==> src/rtl/fm_lfo_pkg.sv <==
package fm_lfo_pkg;
  localparam int unsigned PHASE_W = 7;
  localparam int unsigned AM_W    = PHASE_W;
  localparam int unsigned PM_W    = PHASE_W - 2;
  localparam int unsigned HOLD_W  = 7;
  localparam int unsigned RATE_W  = 3;

  localparam logic [AM_W-1:0] AM_MAX = {{(AM_W-1){1'b1}}, 1'b0};

  function automatic logic [HOLD_W-1:0] hold_len(input logic [RATE_W-1:0] r);
    case (r)
      3'd0:    return HOLD_W'(108);
      3'd1:    return HOLD_W'(77);
      3'd2:    return HOLD_W'(71);
      3'd3:    return HOLD_W'(67);
      3'd4:    return HOLD_W'(62);
      3'd5:    return HOLD_W'(44);
      3'd6:    return HOLD_W'(8);
      default: return HOLD_W'(5);
    endcase
  endfunction

  function automatic logic [AM_W-1:0] tri_am(input logic [PHASE_W-1:0] p);
    logic [AM_W-1:0] up;
    up = {p[PHASE_W-2:0], 1'b0};
    return p[PHASE_W-1] ? (AM_MAX - up) : up;
  endfunction
endpackage

==> src/rtl/fm_lfo_regs.sv <==
module fm_lfo_regs
  import fm_lfo_pkg::*;
#(
  parameter int unsigned ADDR_W = 8,
  parameter int unsigned DATA_W = 8,
  parameter logic [ADDR_W-1:0] CTRL_ADDR = 8'h22,
  parameter int unsigned EN_BIT = 3
) (
  input  logic              clk_i,
  input  logic              rst_ni,
  input  logic              wr_en_i,
  input  logic [ADDR_W-1:0] wr_addr_i,
  input  logic [DATA_W-1:0] wr_data_i,
  output logic [RATE_W-1:0] rate_o,
  output logic [RATE_W-1:0] new_rate_o,
  output logic              restart_o,
  output logic              run_o
);
  logic en_q, hit, want_en;

  assign hit        = wr_en_i && (wr_addr_i == CTRL_ADDR);
  assign want_en    = wr_data_i[EN_BIT];
  assign new_rate_o = wr_data_i[RATE_W-1:0];
  assign restart_o  = hit && want_en && !en_q;
  // disabling write in this cycle blocks the tick
  assign run_o      = en_q && !(hit && !want_en);

  always_ff @(posedge clk_i or negedge rst_ni) begin
    if (!rst_ni) begin
      en_q   <= 1'b0;
      rate_o <= '0;
    end else if (hit) begin
      en_q   <= want_en;
      rate_o <= new_rate_o;
    end
  end
endmodule

==> src/rtl/fm_lfo_timer.sv <==
module fm_lfo_timer
  import fm_lfo_pkg::*;
(
  input  logic              clk_i,
  input  logic              rst_ni,
  input  logic              tick_i,
  input  logic              run_i,
  input  logic              restart_i,
  input  logic [RATE_W-1:0] rate_i,
  input  logic [RATE_W-1:0] new_rate_i,
  output logic              step_o
);
  logic [HOLD_W-1:0] cnt_q, cur_hold_q;
  logic              last;

  assign last   = (cnt_q == cur_hold_q - HOLD_W'(1));
  assign step_o = tick_i && run_i && last;

  always_ff @(posedge clk_i or negedge rst_ni) begin
    if (!rst_ni) begin
      cnt_q      <= '0;
      cur_hold_q <= hold_len('0);
    end else if (restart_i) begin
      cnt_q      <= '0;
      cur_hold_q <= hold_len(new_rate_i);
    end else if (tick_i && run_i) begin
      if (last) begin
        cnt_q      <= '0;
        cur_hold_q <= hold_len(rate_i);   // rate applies from the next interval
      end else begin
        cnt_q <= cnt_q + HOLD_W'(1);
      end
    end
  end
endmodule

==> src/rtl/fm_lfo_wave.sv <==
module fm_lfo_wave
  import fm_lfo_pkg::*;
(
  input  logic            clk_i,
  input  logic            rst_ni,
  input  logic            restart_i,
  input  logic            step_i,
  output logic [AM_W-1:0] am_o,
  output logic [PM_W-1:0] pm_o
);
  logic [PHASE_W-1:0] phase_q, phase_nxt;

  assign phase_nxt = phase_q + PHASE_W'(1);

  always_ff @(posedge clk_i or negedge rst_ni) begin
    if (!rst_ni) begin
      phase_q <= '0;
      am_o    <= '0;
      pm_o    <= '0;
    end else if (restart_i) begin
      phase_q <= '0;
      am_o    <= '0;
      pm_o    <= '0;
    end else if (step_i) begin
      phase_q <= phase_nxt;
      am_o    <= tri_am(phase_nxt);
      pm_o    <= phase_nxt[PHASE_W-1:2];
    end
  end
endmodule

==> src/rtl/fm_lfo.sv <==
module fm_lfo
  import fm_lfo_pkg::*;
#(
  parameter int unsigned ADDR_W = 8,
  parameter int unsigned DATA_W = 8,
  parameter logic [ADDR_W-1:0] CTRL_ADDR = 8'h22,
  parameter int unsigned EN_BIT = 3
) (
  input  logic              clk_i,
  input  logic              rst_ni,
  input  logic              wr_en_i,
  input  logic [ADDR_W-1:0] wr_addr_i,
  input  logic [DATA_W-1:0] wr_data_i,
  input  logic              tick_i,
  output logic [AM_W-1:0]   am_o,
  output logic [PM_W-1:0]   pm_o
);
  logic [RATE_W-1:0] rate, new_rate;
  logic              restart, run, step;

  fm_lfo_regs #(
    .ADDR_W(ADDR_W), .DATA_W(DATA_W), .CTRL_ADDR(CTRL_ADDR), .EN_BIT(EN_BIT)
  ) u_regs (
    .clk_i(clk_i), .rst_ni(rst_ni), .wr_en_i(wr_en_i), .wr_addr_i(wr_addr_i),
    .wr_data_i(wr_data_i), .rate_o(rate), .new_rate_o(new_rate),
    .restart_o(restart), .run_o(run)
  );

  fm_lfo_timer u_timer (
    .clk_i(clk_i), .rst_ni(rst_ni), .tick_i(tick_i), .run_i(run),
    .restart_i(restart), .rate_i(rate), .new_rate_i(new_rate), .step_o(step)
  );

  fm_lfo_wave u_wave (
    .clk_i(clk_i), .rst_ni(rst_ni), .restart_i(restart), .step_i(step),
    .am_o(am_o), .pm_o(pm_o)
  );
endmodule

==> config.mk <==
export PLATFORM = sky130hd
export DESIGN_NAME = fm_lfo
export DESIGN_NICKNAME = d
export VERILOG_FILES = /design/src/rtl/fm_lfo_pkg.sv /design/src/rtl/fm_lfo_regs.sv /design/src/rtl/fm_lfo_timer.sv /design/src/rtl/fm_lfo_wave.sv /design/src/rtl/fm_lfo.sv
export SDC_FILE = /design/constraint.sdc
export NUM_CORES = 1
export LEC_CHECK = 0
export BUFFER_PORTS_ARGS = -buffer_cell sky130_fd_sc_hd__buf_2
export CAP_MARGIN = 30
export CORE_ASPECT_RATIO = 1.1
export CORE_MARGIN = 8
export CORE_UTILIZATION = 50
export CTS_CLUSTER_DIAMETER = 80
export DETAILED_ROUTE_END_ITERATION = 10
export PLACE_DENSITY = 0.79
export SYNTH_ARGS = -nofsm -noshare
export SYNTH_HDL_FRONTEND = slang
export SYNTH_HIERARCHICAL = 1
export SYNTH_SLANG_ARGS = --single-unit
==> constraint.sdc <==
create_clock -name clk_i -period 2.7 [get_ports clk_i]
set_input_delay 0.54 -clock clk_i [delete_from_list [all_inputs] [get_ports clk_i]]
set_output_delay 0.54 -clock clk_i [all_outputs]
set_load 0.01 [all_outputs]
==> key figures <==
Synthesis
  • Number of synthesized flops with an enable pin: 0
  • Gate count of the mapped netlist: around 220
  • Primary flip-flop cell chosen by synthesis mapping: dfrtp_1
  • Seq/Total Area, Yosys: between 30% and 40%
  • Synthesis warning total: 6
  • Cell area after technology mapping: approximately 2100 um^2
  • Flops & latches, synth: 31
  • Fraction of registers with async set/reset: 100%
  • Mapped Avg Cell Area: approximately 9.6 um^2
  • Synthesized netlist net count: roughly 240
  • Library cells used by synthesis: between 50 and 60

Routing
  • Count of TritonRoute iterations in the first routing pass: 4
  • DR WL/cell: roughly 14 um
  • DRC violation count after routing: 0
  • Number of routed nets with antenna violations: 0
  • Vias: ~1600
  • First DRT Iteration DRCs: approximately 70
  • Wire length after detailed routing: a little over 4000 um
  • Number of vias per cell after detailed routing: roughly 5.4

Placement
  • Post-Place Cells: between 200 and 300
  • Final HPWL DP: between 3000 and 4000 um
  • Routability-driven placement congestion ratio: 0.822
  • Pre-CTS worst setup slack: 0.202 ns
  • Number of buffer cells added on primary ports: 26

Die
  • I/O Pins: 32
  • Die outline height: 83.5 um
  • Die Area: ~6500 um^2
  • Rows: 24
  • Overall die width: 77.4 um
  • Std-Cell Core Area: slightly below 4000 um^2
  • Initial core utilization: a little over half

Clock tree
  • Clk slew on worst S/H paths: 0.06 ns
  • CTS Sinks: 31
  • Clock latency reported for the late side of the worst-skew pair: 0.29 ns
  • Root buffer cell: clkbuf_8
  • CTS tree: yes
  • Resized cells post-CTS: 0
  • Total clock buffers created by CTS: 5
  • Bufs on Longest Clock Path: 2
  • Hold buffers post-CTS: 0
  • H-tree levels: 2
  • Total setup buffers inserted after CTS: 0

Setup path
  • Worst setup slack for register-to-register paths: approximately 0.18 ns
  • Arrival time worst endpoint: between 2 and 3 ns
  • Endpoint class of the critical path: flip-flop
  • FF-to-FF End: u_wave/pm_o[4]
  • Startpoint class of the critical path: flip-flop
  • Worst Path Max Fanout: 8
  • Kind of critical path: reg -> reg
  • Launch point of the worst reg-to-reg path: u_timer/cur_hold_q[2]
  • Worst endpoint required time: 2.91 ns
  • R2R depth: 8

Cells and area
  • Net count of the finished layout: between 200 and 300
  • Leading cell type in the layout, fill and taps excluded: dfrtp_1
  • Ratio of cells with drive above 1 in the final layout: between 20% and 30%
  • FILL cells: 371
  • Antenna Diode Count: 0
  • Register area: just under 800 um^2
  • Layout-stage area growth over the synthesis result: 11.3%
  • Finished Layout Cells: 295
  • Most frequent cells in the layout: 27 x dfrtp_1, 26 x buf_2, 21 x nor2_1
  • Area occupied by multi-input gates: 1150 um^2

Power and ir drop
  • Maximum ir drop on the vdd rail: between 200 and 300 uV
  • Leakage component of the power: approximately 0.0011 uW
  • Post-layout power: roughly 980 uW
  • Pwr Density: ~420 nW/um^2

Global route
  • Via count of the first global-routing pass: around 1600
  • Antenna violations before repair: 0
  • All-Layer GR Usage: between 10% and 20%
  • Grt total ovfl: 0
  • Wire length of the first global-routing pass: roughly 7300 um
  • Pin count of the biggest net entering global routing: 35

STA
  • Smallest setup slack after layout: approximately 0.18 ns
  • Tcrit/Tclk final: 93.4%
  • Final TNS setup: 0 ns
  • Final setup violation count: 0
  • Fin. Hold Viols: 0
  • Final critical-path required period: roughly 2.5 ns
  • Worst Hold Margin: approximately 0.28 ns
  • Worst-margin pin slew: around 0.67 ns
  • Unrepaired setup endpoints after global routing: no
  • Max Clk Rate: around 400 MHz
  • Worst-case headroom to the max-slew limit: between 50% and 60%
  • Number of max-slew violations in the final report: 0
  • Worst-case clock skew: roughly 0.0069 ns

Status
  • Result of the run: finished clean

Run
  • Count of max-cap constraint violations: 0

Hold path
  • Type of the tightest min-delay check: in -> async
synth_stat cells, types with 4 or more instances:
cell type | count | area share [%]
mux2_2 | 4 | 2.2
or3_1 | 4 | 1.2
nor3_1 | 8 | 1.9
dfstp_2 | 4 | 5.1
xnor2_1 | 10 | 4.2
inv_1 | 6 | 1.1
nor3b_1 | 4 | 1.4
xor2_1 | 10 | 4.2
nand2_1 | 20 | 3.6
o21ai_1 | 5 | 1.2
mux2i_1 | 11 | 5.3
o21ai_0 | 10 | 2.4
dfrtp_1 | 27 | 33
nor2b_1 | 5 | 1.5
a21oi_1 | 6 | 1.4
nand3_1 | 5 | 1.2
nor2_1 | 21 | 3.8
buf_4 | 9 | 3.3
how the worst max path moves through the flow:
| stage | from | to | cells past startpoint |
|---|---|---|---|
| after detailed placement | u_timer/cur_hold_q[2] | u_wave/pm_o[4] | 8 |
| after CTS | u_timer/cur_hold_q[2] | u_wave/pm_o[4] | 8 |
| final | u_timer/cur_hold_q[2] | u_wave/pm_o[4] | 8 |
| after floorplan | u_timer/cur_hold_q[0] | u_wave/pm_o[4] | 11 |
| after global routing | u_timer/cur_hold_q[2] | u_wave/pm_o[4] | 8 |
| after global placement | u_timer/cur_hold_q[2] | u_wave/pm_o[4] | 8 |
sequential cells by signal, summed over array words and instances, names as in the netlist:
signal              flops
u_regs/en_q             1
u_regs/rate_o           3
u_timer/cnt_q           7
u_timer/cur_hold_q      7
u_wave/am_o             6
u_wave/phase_q          2
u_wave/pm_o             5
critical path, cell delays in order (launching register included):
cell	delay, ns
dfstp_2	0.40
or3_1	0.38
or4_1	0.44
a21oi_1	0.31
o211ai_4	0.13
inv_2	0.11
nand4_1	0.15
or3_1	0.38
a21oi_1	0.14
power by group:
part | internal [uW] | total, uW | switching (uW)
combinational | 46.6 | 97.6 | 51.0
sequential | 483 | 504 | 21.2
clock | 205 | 376 | 171
total | 734 | 977 | 243
layer usage:
layer	global-route usage (%)	up-vias	wire length (um)
li1	-	801	-
met3	3.45	8	100
met5	0	-	0
met4	8.08	0	92
met1	15.0	763	1740
met2	24.0	18	2170
metrics by stage:
step	utilization [%]	instance area, um^2
6_report	58.2	2310
5_1_grt	58.2	2310
4_1_cts	58.2	2310
3_5_place_dp	55.9	2210
3_3_place_gp	55.9	2210
2_1_floorplan	-	2070
final cells by class:
cell class	instances	share of cell area [%]
Multi-Input combinational cell	163	50.0
Sequential cell	31	33.9
Tap cell	52	2.82
Clock inverter	1	0.217
Inverter	7	1.14
Timing Repair Buffer	34	8.25
Clock buffer	7	3.74
cells by family after synthesis:
| kind of cell | after synthesis | share of synthesized area, % |
|---|---|---|
| AOI/OAI and AO/OA | 38 | 12.5 |
| xor gates and xnor gates | 22 | 10.6 |
| muxes | 15 | 7.49 |
| DFF | 31 | 37.7 |
| other | 1 | 0.181 |
| adders and majority gates | 3 | 1.81 |
| buffers and inverters | 22 | 6.94 |
| and+or+nand+nor | 84 | 22.8 |
Power figures use the tool's default switching activity.
